--- src/rtl/hsw_pkg.sv ---
package hsw_pkg;
  timeunit 1ns; timeprecision 1ps;
  localparam int NCH   = 2;
  localparam int FLT_W = 3;
  localparam int F_OV  = 0;
  localparam int F_PB  = 1;
  localparam int F_EN  = 2;
  localparam logic [1:0] A_ON   = 2'd0;
  localparam logic [1:0] A_MASK = 2'd1;
  localparam logic [1:0] A_FLT0 = 2'd2;
  localparam logic [1:0] A_FLT1 = 2'd3;
  typedef enum logic [1:0] {CH_OFF = 2'd0, CH_RAMP = 2'd1, CH_UP = 2'd2} ch_state_e;
endpackage

--- src/rtl/hsw_chan.sv ---
module hsw_chan
  import hsw_pkg::*;
(
  input  logic             clk,
  input  logic             rst,
  input  logic             armed,
  input  logic             pu_fire,
  input  logic             en_n,
  input  logic             on_req,
  input  logic             ov_hi,
  input  logic             fb_ok,
  input  logic             is_up,
  input  logic             wr_on,
  input  logic             wr_on_val,
  input  logic             wr_flt,
  input  logic [FLT_W-1:0] wr_flt_val,
  output logic             on_bit,
  output logic [FLT_W-1:0] flt,
  output logic             run
);
  timeunit 1ns; timeprecision 1ps;

  logic en_q, on_q;
  logic en_fall, en_rise, on_rise, on_fall;
  logic [FLT_W-1:0] flt_nxt;

  always_ff @(posedge clk) begin
    if (rst) begin
      en_q <= 1'b1;
      on_q <= 1'b0;
    end else begin
      en_q <= en_n;
      on_q <= on_req;
    end
  end

  assign en_fall = armed & en_q & ~en_n;
  assign en_rise = armed & ~en_q & en_n;
  assign on_rise = armed & ~on_q & on_req;
  assign on_fall = armed & on_q & ~on_req;

  always_ff @(posedge clk) begin
    if (rst)          on_bit <= 1'b0;
    else if (pu_fire) on_bit <= on_req;
    else if (en_fall) on_bit <= on_req;
    else if (on_rise) on_bit <= 1'b1;
    else if (on_fall) on_bit <= 1'b0;
    else if (wr_on)   on_bit <= wr_on_val;
  end

  always_comb begin
    flt_nxt = flt;
    if (en_fall | on_fall) flt_nxt = '0;
    else if (wr_flt)       flt_nxt = wr_flt_val;
    flt_nxt[F_OV] = flt_nxt[F_OV] | ov_hi;
    flt_nxt[F_PB] = flt_nxt[F_PB] | (is_up & ~fb_ok);
    flt_nxt[F_EN] = flt_nxt[F_EN] | en_fall | en_rise;
  end

  always_ff @(posedge clk) begin
    if (rst) flt <= '0;
    else     flt <= flt_nxt;
  end

  // Gate may run only with the on bit, enable low, no overvoltage, no latched trip.
  assign run = on_bit & ~en_n & ~ov_hi & ~flt[F_OV] & ~flt[F_PB];

  // overvoltage is always logged
  a_r9_ov_logged: assert property (@(posedge clk) disable iff (rst)
    ov_hi |=> flt[F_OV]);

  // enable rising after power-up is recorded
  a_r6_en_rise_logged: assert property (@(posedge clk) disable iff (rst)
    (armed && $rose(en_n)) |=> flt[F_EN]);

  // an on-pin falling edge clears the trip bits when nothing re-trips
  a_r8_fall_clears: assert property (@(posedge clk) disable iff (rst)
    (armed && $fell(on_req) && fb_ok && !ov_hi) |=> (!flt[F_OV] && !flt[F_PB]));
endmodule

--- src/rtl/hsw_seq.sv ---
module hsw_seq
  import hsw_pkg::*;
#(
  parameter int RAMP_CYC = 1000
) (
  input  logic           clk,
  input  logic           rst,
  input  logic           indep,
  input  logic [NCH-1:0] run,
  output logic [NCH-1:0] gate,
  output logic [NCH-1:0] done
);
  timeunit 1ns; timeprecision 1ps;

  localparam int CW = $clog2(RAMP_CYC + 1);
  localparam logic [CW-1:0] LAST = CW'(RAMP_CYC - 1);

  ch_state_e      st_q  [NCH];
  logic [CW-1:0]  cnt_q [NCH];
  logic [NCH-1:0] want, grant;

  assign want     = indep ? run : {NCH{&run}};
  // Channel 0 wins a tie; each waits while the other ramps.
  assign grant[0] = ~indep | (st_q[1] != CH_RAMP);
  assign grant[1] = ~indep | ((st_q[0] != CH_RAMP) & ~((st_q[0] == CH_OFF) & want[0]));

  always_ff @(posedge clk) begin
    for (int i = 0; i < NCH; i++) begin
      if (rst || !want[i]) begin
        st_q[i]  <= CH_OFF;
        cnt_q[i] <= '0;
      end else begin
        case (st_q[i])
          CH_OFF: if (grant[i]) begin
            st_q[i]  <= CH_RAMP;
            cnt_q[i] <= '0;
          end
          CH_RAMP: if (cnt_q[i] == LAST) st_q[i] <= CH_UP;
                   else cnt_q[i] <= cnt_q[i] + 1'b1;
          default: st_q[i] <= CH_UP;
        endcase
      end
    end
  end

  for (genvar g = 0; g < NCH; g++) begin : g_out
    assign gate[g] = (st_q[g] != CH_OFF);
    assign done[g] = (st_q[g] == CH_UP);

    // a gate is open only if the channel wanted to run on the prior edge
    a_r6_gate_needs_want: assert property (@(posedge clk) disable iff (rst)
      gate[g] |-> $past(want[g]));
  end

  // independent ramps never overlap
  a_r4_single_ramp: assert property (@(posedge clk) disable iff (rst)
    indep |-> !((st_q[0] == CH_RAMP) && (st_q[1] == CH_RAMP)));

  // ganged gates move together
  a_r5_ganged_match: assert property (@(posedge clk) disable iff (rst)
    !indep |-> (gate[0] == gate[1]));
endmodule

--- src/rtl/hsw_ctrl.sv ---
module hsw_ctrl
  import hsw_pkg::*;
#(
  parameter int PWRUP_CYC = 5000000,
  parameter int RAMP_CYC  = 1000
) (
  input  logic               clk,
  input  logic               rst,
  input  logic               indep,
  input  logic [NCH-1:0]     en_n,
  input  logic [NCH-1:0]     on_req,
  input  logic [NCH-1:0]     ov_hi,
  input  logic [NCH-1:0]     fb_ok,
  input  logic               wr_en,
  input  logic [1:0]         wr_addr,
  input  logic [NCH*FLT_W-1:0] wr_data,
  output logic [NCH-1:0]     gate,
  output logic [NCH-1:0]     start_done,
  output logic [NCH-1:0]     pwr_good,
  output logic [NCH*FLT_W-1:0] faults,
  output logic               alert_n
);
  timeunit 1ns; timeprecision 1ps;

  localparam int PW = $clog2(PWRUP_CYC + 1);
  localparam logic [PW-1:0] PU_LAST = PW'(PWRUP_CYC - 1);

  logic [PW-1:0]          pu_cnt;
  logic                   pu_done, pu_fire;
  logic [NCH*FLT_W-1:0]   mask_q;
  logic [NCH-1:0]         run_w;

  assign pu_fire = ~pu_done & (pu_cnt == PU_LAST);

  always_ff @(posedge clk) begin
    if (rst) begin
      pu_cnt  <= '0;
      pu_done <= 1'b0;
    end else if (!pu_done) begin
      if (pu_fire) pu_done <= 1'b1;
      else         pu_cnt  <= pu_cnt + 1'b1;
    end
  end

  always_ff @(posedge clk) begin
    if (rst)                              mask_q <= '0;
    else if (wr_en && wr_addr == A_MASK)  mask_q <= wr_data;
  end

  for (genvar g = 0; g < NCH; g++) begin : g_ch
    hsw_chan u_chan (
      .clk        (clk),
      .rst        (rst),
      .armed      (pu_done),
      .pu_fire    (pu_fire),
      .en_n       (en_n[g]),
      .on_req     (on_req[g]),
      .ov_hi      (ov_hi[g]),
      .fb_ok      (fb_ok[g]),
      .is_up      (start_done[g]),
      .wr_on      (wr_en && wr_addr == A_ON),
      .wr_on_val  (wr_data[g]),
      .wr_flt     (wr_en && wr_addr == ((g == 0) ? A_FLT0 : A_FLT1)),
      .wr_flt_val (wr_data[FLT_W-1:0]),
      .on_bit     (),
      .flt        (faults[g*FLT_W +: FLT_W]),
      .run        (run_w[g])
    );
  end

  hsw_seq #(.RAMP_CYC(RAMP_CYC)) u_seq (
    .clk   (clk),
    .rst   (rst),
    .indep (indep),
    .run   (run_w),
    .gate  (gate),
    .done  (start_done)
  );

  always_ff @(posedge clk) begin
    if (rst) begin
      alert_n  <= 1'b1;
      pwr_good <= '0;
    end else begin
      alert_n  <= ~|(faults & mask_q);
      pwr_good <= fb_ok & start_done;
    end
  end

  // an enabled fault pulls the alert low on the next edge
  a_r12_alert_on: assert property (@(posedge clk) disable iff (rst)
    (|(faults & mask_q)) |=> !alert_n);

  // no enabled fault, no alert
  a_r12_alert_off: assert property (@(posedge clk) disable iff (rst)
    !(|(faults & mask_q)) |=> alert_n);

  // power good follows a good comparator only
  a_r11_pg_source: assert property (@(posedge clk) disable iff (rst)
    pwr_good[0] |-> $past(fb_ok[0]));
endmodule

--- config.mk ---
export PLATFORM = sky130hd
export DESIGN_NAME = hsw_ctrl
export DESIGN_NICKNAME = d
export VERILOG_FILES = /design/src/rtl/hsw_pkg.sv /design/src/rtl/hsw_chan.sv /design/src/rtl/hsw_seq.sv /design/src/rtl/hsw_ctrl.sv
export SDC_FILE = /design/constraint.sdc
export NUM_CORES = 1
export LEC_CHECK = 0
export BUFFER_PORTS_ARGS = -buffer_cell sky130_fd_sc_hd__buf_2
export CORE_MARGIN = 1
export CORE_UTILIZATION = 50
export CTS_BUF_LIST = sky130_fd_sc_hd__clkbuf_4 sky130_fd_sc_hd__clkbuf_8 sky130_fd_sc_hd__clkbuf_16
export DETAILED_ROUTE_END_ITERATION = 10
export PLACE_DENSITY = 0.74
export SYNTH_ARGS = -nofsm -noshare
export SYNTH_HDL_FRONTEND = slang
export SYNTH_SLANG_ARGS = --single-unit
--- constraint.sdc ---
create_clock -name clk -period 5.7 [get_ports clk]
set_clock_uncertainty 0.2 [all_clocks]
set_input_delay 0.855 -clock clk [delete_from_list [all_inputs] [get_ports clk]]
set_output_delay 0.855 -clock clk [all_outputs]
set_load 0.02 [all_outputs]
## Word level (Yosys, flattened, before mapping)

Memory sizes are Yosys's and may differ from the RTL's.
Cells that the tools add are included.

- Input port bits: 20
- Memories: 2
- Output and inout port bits: 13
- Memory bits (writable): 24
- Bits in registers: 45

Memory list:

| memory | words | width | read ports | clocked after Yosys merged registers in | write ports | line | RTL |
|---|---|---|---|---|---|---|---|
| u_seq.cnt_q | 2 | 10 | 2 | 0 | 2 | hsw_seq.sv:19 | `logic [CW-1:0] cnt_q [NCH];` |
| u_seq.st_q | 2 | 2 | 2 | 0 | 2 | hsw_seq.sv:18 | `ch_state_e st_q [NCH];` |

- Bitwise operators: 73
- Equal/unequal tests: 12
- $add $sub $neg: 3
- Reductions and logical operators: 21
- Mux-type cells: 61

Operators with widths:

| kind | count |
|---|---|
| 1-bit two-way mux | 46 |
| 10-bit two-way mux | 4 |
| 1-bit bitwise AND | 29 |
| 23-bit by 1-bit adder with 23-bit output, second input constant | 1 |
| 23-bit == test, second input constant | 1 |
| 1-bit bitwise OR | 22 |
| 10-bit by 1-bit adder with 10-bit output, second input constant | 2 |
| 10-bit == test, second input constant | 2 |
| 1-bit inverter | 20 |
| 2-bit two-way mux | 7 |
| 3-bit two-way mux | 4 |
| 5-bit nonzero test | 2 |
| 2-bit == test, second input constant | 4 |
| 6-bit bitwise AND | 1 |
| 2-bit by 1-bit == test with 1-bit output, second input constant | 3 |
| 2-bit zero test | 3 |
| 6-bit OR reduction | 1 |
| 1-bit logical AND | 4 |
| 2-bit by 1-bit != test with 1-bit output, second input constant | 2 |
| 2-bit AND reduction | 2 |
| 2-bit nonzero test | 2 |
| 2-bit OR reduction | 2 |
| 1-bit zero test | 3 |
| 2-bit bitwise AND | 1 |
| 1-bit logical OR | 2 |

## Depth between registers and ports, before layout

- Depth in word-level cells: 18
- Mapped depth: 6

## By module

Synthesis repeated with hierarchy kept, for this count alone.

- Cells, all modules: 386
- Area, all modules: 3679.8 um^2

Modules (own cells, without submodules):

| module | sequential area each (um^2) | cells each | area each (um^2) | instances |
|---|---|---|---|---|
| hsw_ctrl | 660.6 | 185 | 1621.6 | 1 |
| hsw_seq | 720.7 | 125 | 1407.6 | 1 |
| hsw_chan | 120.1 | 38 | 325.3 | 2 |

## Worst setup path after synthesis

Ideal clock, no wire load.

- Path type: input to register
- Start: input en_n[0]
- End: memory u_seq.cnt_q[0][2] in the netlist's numbering (data pin)
- Buffers on the path: 1
- Required time: 5.361 ns
- Cell stages on the path: 5
- Data arrival time: 2.145 ns
- Library setup time: 0.139 ns
- Slack: 3.216 ns
- Cell sequence: nor4_1 nand2_1 or4b_1 clkbuf_1 nor2_1

RTL lines:

| element | line | RTL |
|---|---|---|
| start, declared | hsw_ctrl.sv:10 | `input logic [NCH-1:0] en_n,` |
| end, declared | hsw_seq.sv:19 |  |

==> summary.md <==
| Metric | Value |
|---|---|
| Outcome | complete, no violations |
| Worst path required time | 5.73 ns |
| Syn avg cell area | 9.484 um2 |
| Violation count after the first detailed-route iteration | 142 |
| Combined global-route utilization of all metal layers | 0.2136 |
| Residual DRC count | 0 |
| Clock tree from TritonCTS | yes |
| Fmax | 364.8 MHz |
| Number of top-level pins | 33 |
| Post-layout util | 0.5917 |
| Primary FF master, synth | dfxtp_1 |
| Top post-synthesis cells by area | dfxtp_1 (25%), edfxtp_1 (20%), nor2_1 (5.8%) |
| Clock share of power | 0.453 |
| Clk_lat worst skew | 0.35 ns |
| Netlist Area Pre-Place | 0.003632 mm2 |
| P_sw | 0.2214 mW |
| Total number of placement rows | 30 |
| Crit path max-delay cell type | buf_2 |
| Wire length of the first global-routing pass | 12.61 mm |
| Routability congestion estimate | 0.8162 |
| Clock sink count | 69 |
| Hold Fails Final Rpt | 0 |
| Post-detailed-routing wire length | 7.711 mm |
| Share of flip-flops with an asynchronous set or reset | 0 |
| Share of total power in sequential cells | 0.494 |
| Biggest fanout along the worst timing path | 60 |
| Die span in x | 87.23 um |
| Relative slew slack | 0.3269 |
| Leakage power | 1.622 nW |
| Combinational share of power | 0.052 |
| Die footprint | 0.007609 mm2 |
| Area added between synthesis and finish | 12.50% |
| Number of fillers in the final layout | 622 |
| TritonRoute pass-1 iters | 4 |
| Final net count | 434 |
| Switching power as a share of total power | 0.2094 |
| Type of element launching the critical path | input port |
| Largest net degree at the start of global routing | 61 |
| Effective utilization at floorplan | 0.5259 |
| Worst-path clk slew | 0.07 ns |
| Synth Net Count | 406 |
| Initial antenna violation count | 0 |
| Number of buffers inserted to repair setup after CTS | 0 |
| Storage element area | 0.001622 mm2 |
| Cells along the critical path | buf_2, inv_1, o21ai_0, o32ai_1, mux2_1 |
| Post-route clock period utilization | 0.4809 |
| EDFF count, synth | 24 |
| Unrepaired setup endpoints after global routing | no |
| Dominant cell type by area after synthesis | dfxtp_1 |
| Largest delay share family, worst path | buffers and inverters |
| Worst EP arrival | 2.77 ns |
| Cell-internal power | 0.8359 mW |
| Total of hold buffers inserted after clock tree synthesis | 0 |
| Clock period minus final worst setup slack | 2.741 ns |
| CTS max path bufs | 2 |
| CTS root buf | clkbuf_8 |
| Die height | 87.23 um |
| Slowest Stage Delay on Critical Path | 0.75 ns |
| Class of the worst hold path | flip-flop to flip-flop |
| Core ar. | 0.006907 mm2 |
| Average vias per placed instance | 5.811 |
| Actual slew at the worst max-slew pin | 1.010 ns |
| Final worst slack | 2.959 ns |
| Congestion Overflow GR | 0 |
| Total negative setup slack | 0 ns |
| Sequential share of the synthesized area | 0.4464 |
| Number of instances in the synthesized netlist | 383 |
| Via count of the first global-routing pass | 2676 |
| Reported max-cap violation count | 0 |
| Dpl ws | 2.619 ns |
| Number of buffers inserted during clock tree synthesis | 9 |
| Routed vias | 2975 |
| Diode count | 0 |
| Footprint of the multi-input gates | 0.001909 mm2 |
| Buf+Inv Stages, Crit Path | 2 |
| HPWL Detailed | 5.363 mm |
| Kind of critical path | input port to flip-flop |
| Count of input and output buffers | 32 |
| Max VDD drop | 0.0002038 V |
| Post-cts gate resize count | 0 |
| Final Max Slew Viols | 0 |
| Count of different cell masters after synthesis | 57 |
| Nature of the critical path endpoint | flip-flop |
| Flops & latches, synth | 69 |
| Average routed wire per standard cell | 15.06 um |
| Final number of setup-violating endpoints | 0 |
| Fraction of final layout cells with drive strength greater than 1 | 0.1659 |
| Post-DRT Antenna Nets | 0 |
| Number of warnings printed during yosys synthesis | 0 |
| Power density relative to cell area | 258.7 mW/mm2 |
| Fin area | 0.004086 mm2 |
| H-Tree Level Count | 3 |
| Placed cell areas | 0.003849 mm2 |
| Fraction of synthesized cell area taken by the top area cell type | 0.2480 |
[through the flow]
stage / cells / power [mW] / hold WS (ns)
2_1_floorplan: 383 / 0.5675 / 0.2530
5_1_grt: 512 / 1.090 / 0.3227
3_5_place_dp: 496 / 0.5886 / 0.2868
6_report: 512 / 1.057 / 0.2939
4_1_cts: 512 / 1.065 / 0.2964
3_3_place_gp: 496 / 0.5867 / 0.2777
[logic make-up (layout without fill, tap and decap cells)]
group / after synthesis / count (layout) / share of synthesized area
flops: 69 / 69 / 0.4464
mux: 28 / 28 / 0.08164
simple gates: 189 / 189 / 0.2863
buf+inv: 25 / 58 / 0.02790
compound gates: 49 / 49 / 0.09921
xor+xnor: 20 / 20 / 0.04823
fa+ha+maj: 3 / 3 / 0.01034
[cells in the mapped netlist (all sizes together), types with 3 or more instances]
cell     count
a2111oi      3
a21oi        8
a22oi        3
a2bb2oi      4
a31oi        4
and3         7
and4         6
buf          4
clkbuf      11
dfxtp       45
edfxtp      24
ha           3
inv         10
mux2        13
mux2i       15
nand2       25
nand2b       6
nand3       18
nand3b       3
nand4        8
nor2        56
nor2b       17
nor3         8
nor4        11
nor4b        5
o21ai        6
o311ai       3
o41ai        3
or2          7
or4          3
xnor2       11
xor2         9
[layout by cell type (no fill, tap or decap), types with 9 or more instances in the layout]
cell type / n
nor4_1: 10
mux2i_1: 15
xnor2_1: 11
buf_2: 32
dfxtp_1: 45
nor2_1: 56
nor2b_1: 17
edfxtp_1: 24
inv_1: 10
nand3_1: 17
xor2_1: 9
nand2_1: 25
clkbuf_8: 9
[power groups by stage]
stage / Clock (mW) / Combinational [mW] / Sequential, mW
finish: 0.479 / 0.0555 / 0.523
global route: 0.504 / 0.0617 / 0.524
CTS: 0.488 / 0.0553 / 0.522
detailed placement: 0 / 0.0550 / 0.534
global placement: 0 / 0.0536 / 0.533
floorplan: 0 / 0.0337 / 0.534
[path summary, 6_finish.rpt]
kind	from	end	slack, ns	depth (start not counted)
hold reg to reg	pu_cnt[9]	pu_cnt[9]	0.29	2
setup reg to reg	pu_done	g_ch[0].u_chan.on_bit	3.24	4
setup / recovery	rst	g_ch[1].u_chan.on_bit	2.96	5
hold / removal	pu_cnt[9]	pu_cnt[9]	0.29	2
[layout make-up]
type                            count  share of cell area
Sequential cell                    69              0.3968
Clock buffer                       11             0.03399
Inverter                           10            0.009186
Multi-Input combinational cell    289              0.4672
Timing Repair Buffer               32             0.03919
Tap cell                           96             0.02939
Clock inverter                      5             0.02419
[layer usage]
metal	vias up	track usage	part of all wire
met1	1433	0.2862	0.48
met2	65	0.3372	0.46
met4	0	0.08048	0.011
met3	10	0.04834	0.047
li1	1467	-	-
met5	-	0	0
[worst min-delay path, stage by stage (launching register included)]
cell and delay (ns):
dfxtp_1 0.33, nand2_1 0.06, o21ai_0 0.06
[registers in the layout (all words and copies together), names as in the netlist]
name,cells
u_seq.st_q,4
g_ch.u_chan.on_q,2
pwr_good,2
alert_n,1
g_ch.u_chan.flt,6
g_ch.u_chan.en_q,2
g_ch.u_chan.on_bit,2
pu_done,1
u_seq.cnt_q,20
pu_cnt,23
mask_q,6
Power figures use the tool's default switching activity.
